==> src/rtl/pdseq_pkg.sv <==
package pdseq_pkg;

  // Stage encoding: only the power-off request stage has the top bit set,
  // so the ready output is a single flop bit with no decode.
  typedef enum logic [2:0] {
    PS_IDLE      = 3'b000,
    PS_FLUSH     = 3'b001,
    PS_HALT_WAIT = 3'b010,
    PS_COH_EXIT  = 3'b011,
    PS_OFF_REQ   = 3'b100
  } pd_state_e;

  localparam int unsigned READY_BIT = 2;

endpackage

==> src/rtl/pdseq_rst.sv <==
module pdseq_rst #(
  parameter bit LOW_POWER_IF = 1'b1
) (
  input  logic rst_i,
  input  logic sw_rst_n_i,
  output logic sw_rst_eff_n_o,
  output logic cluster_rst_o
);

  generate
    if (LOW_POWER_IF) begin : g_lp
      assign sw_rst_eff_n_o = sw_rst_n_i;
    end else begin : g_nolp
      // Interface absent: software reset reads as permanently inactive.
      assign sw_rst_eff_n_o = sw_rst_n_i | 1'b1;
    end
  endgenerate

  assign cluster_rst_o = rst_i | ~sw_rst_eff_n_o;


  always_comb begin
    if (rst_i) begin
      cluster_rst_follows_ext_chk: assert (cluster_rst_o);
    end
  end

endmodule

==> src/rtl/pdseq_fsm.sv <==
module pdseq_fsm
  import pdseq_pkg::*;
(
  input  logic      clk,
  input  logic      cluster_rst_i,
  input  logic      flush_req_i,
  input  logic      flush_done_i,
  input  logic      core_halted_i,
  input  logic      coh_req_i,
  input  logic      coh_ack_i,
  output pd_state_e state_o,
  output logic      off_req_o
);

  pd_state_e state_q;
  pd_state_e state_d;
  logic      coh_quiet;

  assign coh_quiet = ~coh_req_i & ~coh_ack_i;

  always_comb begin
    state_d = state_q;
    unique case (state_q)
      PS_IDLE:      if (flush_req_i)   state_d = PS_FLUSH;
      PS_FLUSH:     if (flush_done_i)  state_d = PS_HALT_WAIT;
      PS_HALT_WAIT: if (core_halted_i) state_d = PS_COH_EXIT;
      PS_COH_EXIT:  if (coh_quiet)     state_d = PS_OFF_REQ;
      PS_OFF_REQ:                      state_d = PS_OFF_REQ;
      default:                         state_d = PS_IDLE;
    endcase
  end

  always_ff @(posedge clk or posedge cluster_rst_i) begin
    if (cluster_rst_i) state_q <= PS_IDLE;
    else               state_q <= state_d;
  end

  assign state_o   = state_q;
  assign off_req_o = state_q[READY_BIT];


  idle_hold_chk: assert property (@(posedge clk) disable iff (cluster_rst_i)
    (state_q == PS_IDLE && !flush_req_i) |=> (state_q == PS_IDLE));


  flush_hold_chk: assert property (@(posedge clk) disable iff (cluster_rst_i)
    (state_q == PS_FLUSH && !flush_done_i) |=> (state_q == PS_FLUSH));


  halt_hold_chk: assert property (@(posedge clk) disable iff (cluster_rst_i)
    (state_q == PS_HALT_WAIT && !core_halted_i) |=> (state_q == PS_HALT_WAIT));


  coh_hold_chk: assert property (@(posedge clk) disable iff (cluster_rst_i)
    (state_q == PS_COH_EXIT && (coh_req_i || coh_ack_i)) |=> (state_q == PS_COH_EXIT));


  off_sticky_chk: assert property (@(posedge clk) disable iff (cluster_rst_i)
    (state_q == PS_OFF_REQ) |=> (state_q == PS_OFF_REQ));


  off_entry_chk: assert property (@(posedge clk) disable iff (cluster_rst_i)
    $rose(off_req_o) |-> ($past(state_q) == PS_COH_EXIT));

endmodule

==> src/rtl/pdseq_gate.sv <==
module pdseq_gate (
  input  logic clk,
  input  logic rst_i,
  input  logic sw_rst_eff_n_i,
  input  logic off_req_i,
  output logic pd_gate_o
);

  // Remembers that a power-off request was reached, so the request
  // survives the software reset that sends the sequencer back to idle.
  logic armed_q;

  always_ff @(posedge clk) begin
    if (rst_i) begin
      armed_q   <= 1'b0;
      pd_gate_o <= 1'b0;
    end else begin
      if (off_req_i)           armed_q <= 1'b1;
      else if (sw_rst_eff_n_i) armed_q <= 1'b0;
      pd_gate_o <= ~sw_rst_eff_n_i & armed_q;
    end
  end


  gate_needs_swrst_chk: assert property (@(posedge clk) disable iff (rst_i)
    pd_gate_o |-> $past(!sw_rst_eff_n_i));


  gate_needs_request_chk: assert property (@(posedge clk) disable iff (rst_i)
    $rose(pd_gate_o) |-> $past(armed_q));


  gate_release_chk: assert property (@(posedge clk) disable iff (rst_i)
    (pd_gate_o && sw_rst_eff_n_i) |=> !pd_gate_o);

endmodule

==> src/rtl/pdseq_top.sv <==
module pdseq_top
  import pdseq_pkg::*;
#(
  parameter bit LOW_POWER_IF = 1'b1
) (
  input  logic clk,
  input  logic rst,
  input  logic sw_rst_n,
  input  logic flush_req,
  input  logic flush_done,
  input  logic core_halted,
  input  logic coh_req,
  input  logic coh_ack,
  output logic cluster_rst,
  output logic pwr_off_rdy,
  output logic pd_clk_gate
);

  logic      sw_rst_eff_n;
  logic      off_req;
  pd_state_e state;

  pdseq_rst #(.LOW_POWER_IF(LOW_POWER_IF)) u_rst (
    .rst_i          (rst),
    .sw_rst_n_i     (sw_rst_n),
    .sw_rst_eff_n_o (sw_rst_eff_n),
    .cluster_rst_o  (cluster_rst)
  );

  pdseq_fsm u_fsm (
    .clk           (clk),
    .cluster_rst_i (cluster_rst),
    .flush_req_i   (flush_req),
    .flush_done_i  (flush_done),
    .core_halted_i (core_halted),
    .coh_req_i     (coh_req),
    .coh_ack_i     (coh_ack),
    .state_o       (state),
    .off_req_o     (off_req)
  );

  pdseq_gate u_gate (
    .clk            (clk),
    .rst_i          (rst),
    .sw_rst_eff_n_i (sw_rst_eff_n),
    .off_req_i      (off_req),
    .pd_gate_o      (pd_clk_gate)
  );

  assign pwr_off_rdy = off_req;


  ready_matches_stage_chk: assert property (@(posedge clk) disable iff (cluster_rst)
    pwr_off_rdy |-> (state == PS_OFF_REQ));

endmodule

==> config.mk <==
export PLATFORM = sky130hd
export DESIGN_NAME = pdseq_top
export DESIGN_NICKNAME = d
export VERILOG_FILES = /design/src/rtl/pdseq_pkg.sv /design/src/rtl/pdseq_rst.sv /design/src/rtl/pdseq_fsm.sv /design/src/rtl/pdseq_gate.sv /design/src/rtl/pdseq_top.sv
export SDC_FILE = /design/constraint.sdc
export NUM_CORES = 1
export LEC_CHECK = 0
export ABC_AREA = 1
export ABC_CLOCK_PERIOD_IN_PS = 2350
export BUFFER_PORTS_ARGS = -buffer_cell sky130_fd_sc_hd__buf_2
export CAP_MARGIN = 20
export CORE_AREA = 2 2 39 41
export DETAILED_ROUTE_END_ITERATION = 16
export DIE_AREA = 0 0 41 43
export RECOVER_POWER = 25
export SKIP_LAST_GASP = 1
export SLEW_MARGIN = 10
export SYNTH_ARGS = -nofsm -noshare
export SYNTH_HDL_FRONTEND = slang
export SYNTH_SLANG_ARGS = --single-unit
==> constraint.sdc <==
create_clock -name clk -period 2.35 [get_ports clk]
set_input_delay 0.3525 -clock clk [delete_from_list [all_inputs] [get_ports clk]]
set_output_delay 0.3525 -clock clk [all_outputs]
set_load 0.02 [all_outputs]
==> metrics.sh <==
CRITICALPATHCATEGORY='input port to output port'
MAXCAPVIOLATIONS=0
DR_TOTAL_VIAS=272
POSTCTSRESIZEDCELLS=0
YS.FLOP_TYPE='dfrtp_1'
LEADING_CELL_TYPES_BY_COUNT_AFTER_SYNTHESIS='inv_1, nand2_1, nor2_1'
SEQ_AREA_FRAC_SYNTH_PCT=41.26
TOTALPOWERFINAL_uW=421.3
GRT_ANTENNA_BEFORE_REPAIR=0
POWER.DENSITY_CELL_AREA_nW_PER_UM2=1126
TIMING.CRITICAL_PATH.ARRIVAL_NS=0.92
ACHIEVABLE_CLOCK_FREQUENCY_MHz=786.4
IO_BUFFERS=10
STATUS='finished, final reports clean'
ANT_NETS=0
REPORTED_NET_SWITCHING_POWER_uW=172.1
TRITONCTS_CLOCK_TREE='built'
TIMING.RR.END='u_fsm.state_o[0]'
YOSYSTOPAREACELL='dfrtp_1'
CLOCK_SINKS=5
STARTPOINT_TYPE='input port'
PEAKVDDDROP_V=0.0002985
FIRST_GLOBAL_VIAS=254
ANTENNADIODECOUNT=0
TIME_THE_WORST_PATH_NEEDS_WITH_I_O_DELAYS_AND_SETUP_NS=1.272
SYNTH_WARNINGS=0
FINALWIRELENGTH_UM=519
FF_LATCH_AREA_UM2=115.1
WORST_SKEW_PAIR.LATE_LATENCY_NS=0.24
FRACTION_OF_THE_CYCLE_THE_FINAL_WORST_PATH_NEEDS_PCT=54.11
FINISH.UTILIZATION_PCT=27.03
CLK_TRANSITION_REPORTED_PATHS_NS=0.04
GRT_MAX_DEGREE=7
YOSYSMOSTFREQUENTCELL='inv_1'
CTS.PATH.MAX_BUFFERS=2
HOLDWS_NS=0.07672
CORE_AREA_UM2=1384
ROUTED_WIRE_LENGTH_PER_INSTANCE_UM=7.310
CRITICAL_PATH_REQUIRED_NS=2.00
FIRST_ITER_VIOLATIONS=4
WORST_HOLD_PATH_TYPE='input port to async pin'
WORST_CLOCK_SKEW_NS=0.001515
NETLIST_AREA_BEFORE_PLACEMENT_UM2=279.0
RELSLEWSLACK_PCT=81.59
SETUP_VIOLATIONS=0
CTS_INSERTED_BUFFERS=3
POST-ROUTE-WORST-SETUP-SLACK_NS=1.078
NUM-NETS-FINAL=64
NUMBER_OF_FILLER_CELLS_PLACED_IN_THE_LAYOUT=157
FINALHOLDVIOLATIONS=0
SYN-NUM-NETS=49
FLOORPLAN.DIE.WIDTH_UM=41
POWER.INTERNAL_uW=249.1
SYNTH_TOP_AREA_SHARE_PCT=26.91
FINALWEIGHTEDCONGESTION=0.6525
TIMING.REG2REG.SETUP_SLACK_NS=1.32
START_UTIL_PCT=20.16
POSTCTSSETUPREPAIRBUFS=0
MAXIMUM_FANOUT_ENCOUNTERED_ON_THE_CRITICAL_TIMING_PATH=4
POST_SYNTH_INST_COUNT=41
POST_CTS_HOLD_BUFFER_COUNT=0
POSTSYNTHREGISTERBITS=5
SYNTH_ENABLE_FLOP_CELLS=0
SYNTH_CELL_TYPES=14
FF2FF_PATH_DEPTH=6
FP-ROW-COUNT=14
DRT_FIRST_PASS_ITERS=4
WORST_PIN_SLEW_NS=0.2751
MULTI_INPUT_COMB_AREA_UM2=122.6
TIMING.CRITICAL_PATH.TO_TYPE='output port'
DRT-VIAS-PER-INSTANCE=3.831
LEAKAGE_nW=0.2186
DRIVE_GT1_SHARE_PCT=32.73
POWER.SEQUENTIAL.FRACTION_PCT=33.5
CLOCKROOTBUFFER='clkbuf_4'
HPWLAFTERDP_UM=405.9
DESIGN.DIE.AREA_UM2=1763
DRT_DRC_VIOLATIONS_LEFT=0
FIRST_PASS_GRT_WIRE_LENGTH_UM=883
HTREEDEPTH=1
DIEHEIGHT_UM=43
POST_SYNTH_MAIN_AREA_CONTRIBUTORS='dfrtp_1, dfxtp_1, inv_1'
TRACK_USAGE_PCT=7.669
RSZ_0062_RAISED_AFTER_GLOBAL_ROUTING='no'
TOP_LEVEL_PORTS=11
PWR-SHARE-CLK_PCT=22.8
SW_FRAC_OF_TOTAL_PCT=40.86
ASYNCSETRESETFLOPFRACSYNTH_PCT=60.00
DETAILEDPLACE.WORSTSLACK_NS=1.056
COMBINATIONAL_GROUP_SHARE_OF_TOTAL_POWER_PCT=43.7
GRT.OVERFLOW.TOTAL=0
R2R-START='u_fsm.state_o[0]'
MAXSLEWVIOLCOUNT=0
BEGINNING_OF_THE_CRITICAL_PATH='sw_rst_n'
FINALSETUPTNS_NS=0
SYN2LAYOUT_AREA_GROWTH_PCT=34.08
SYN_AVG_CELL_AREA_UM2=6.805
==> power by group through the flow <==
stage	sequential (mW)	clock [mW]	combinational (mW)
after floorplan	0.143	0	0.146
after global placement	0.143	0	0.184
after detailed placement	0.143	0	0.186
after CTS	0.142	0.101	0.188
after global routing	0.146	0.103	0.219
final	0.141	0.0961	0.184
==> metrics by stage <==
step / area (um2) / instances
finish: 374.1 / 71
global route: 374.1 / 71
CTS: 375.4 / 71
detailed placement: 349.1 / 67
global placement: 349.1 / 67
floorplan: 279.0 / 41
==> metal layers <==
layer / global-route usage (%) / vias to the layer above / routed length [um]
met5: 0 / - / 0
met4: 8.000 / 0 / 0
met3: 1.571 / 0 / 21
met2: 11.56 / 8 / 306
met1: 7.843 / 115 / 191
li1: - / 149 / -
==> worst max path at each step <==
stage	endpoint
after floorplan	cluster_rst
after global placement	cluster_rst
after detailed placement	cluster_rst
after CTS	cluster_rst
after global routing	cluster_rst
final	cluster_rst
==> state kept, by name, summed over array words and instances (netlist names) <==
name              count
u_fsm.state_o         3
u_gate.armed_q        1
u_gate.pd_gate_o      1
==> worst max-delay path: stages <==
cell,delay [ns]
buf_2,0.08
inv_1,0.04
nor2_1,0.22
inv_1,0.06
buf_2,0.16
==> final cells by class <==
type / instances / area share [%]
clock buffers: 4 / 7.023
inverters: 11 / 11.04
multi-input cells: 25 / 32.78
flip-flops and latches: 5 / 30.77
well taps: 16 / 5.351
repair buffers: 10 / 13.04
==> cells by family after synthesis <==
family / count (synthesis) / share of synthesized area [%]
AOI/OAI and AO/OA: 3 / 5.376
buffers and inverters: 11 / 14.80
DFF: 5 / 41.26
and+or+nand+nor: 22 / 38.56
==> placed cells by master (no fill, tap or decap), drive strengths merged <==
master  instances
dfrtp           3
clkbuf          5
o21ai           2
nand2          10
buf             9
nor2            8
nand3b          1
a21oi           1
inv            11
dfxtp           2
nand3           3
Power figures use the tool's default switching activity.
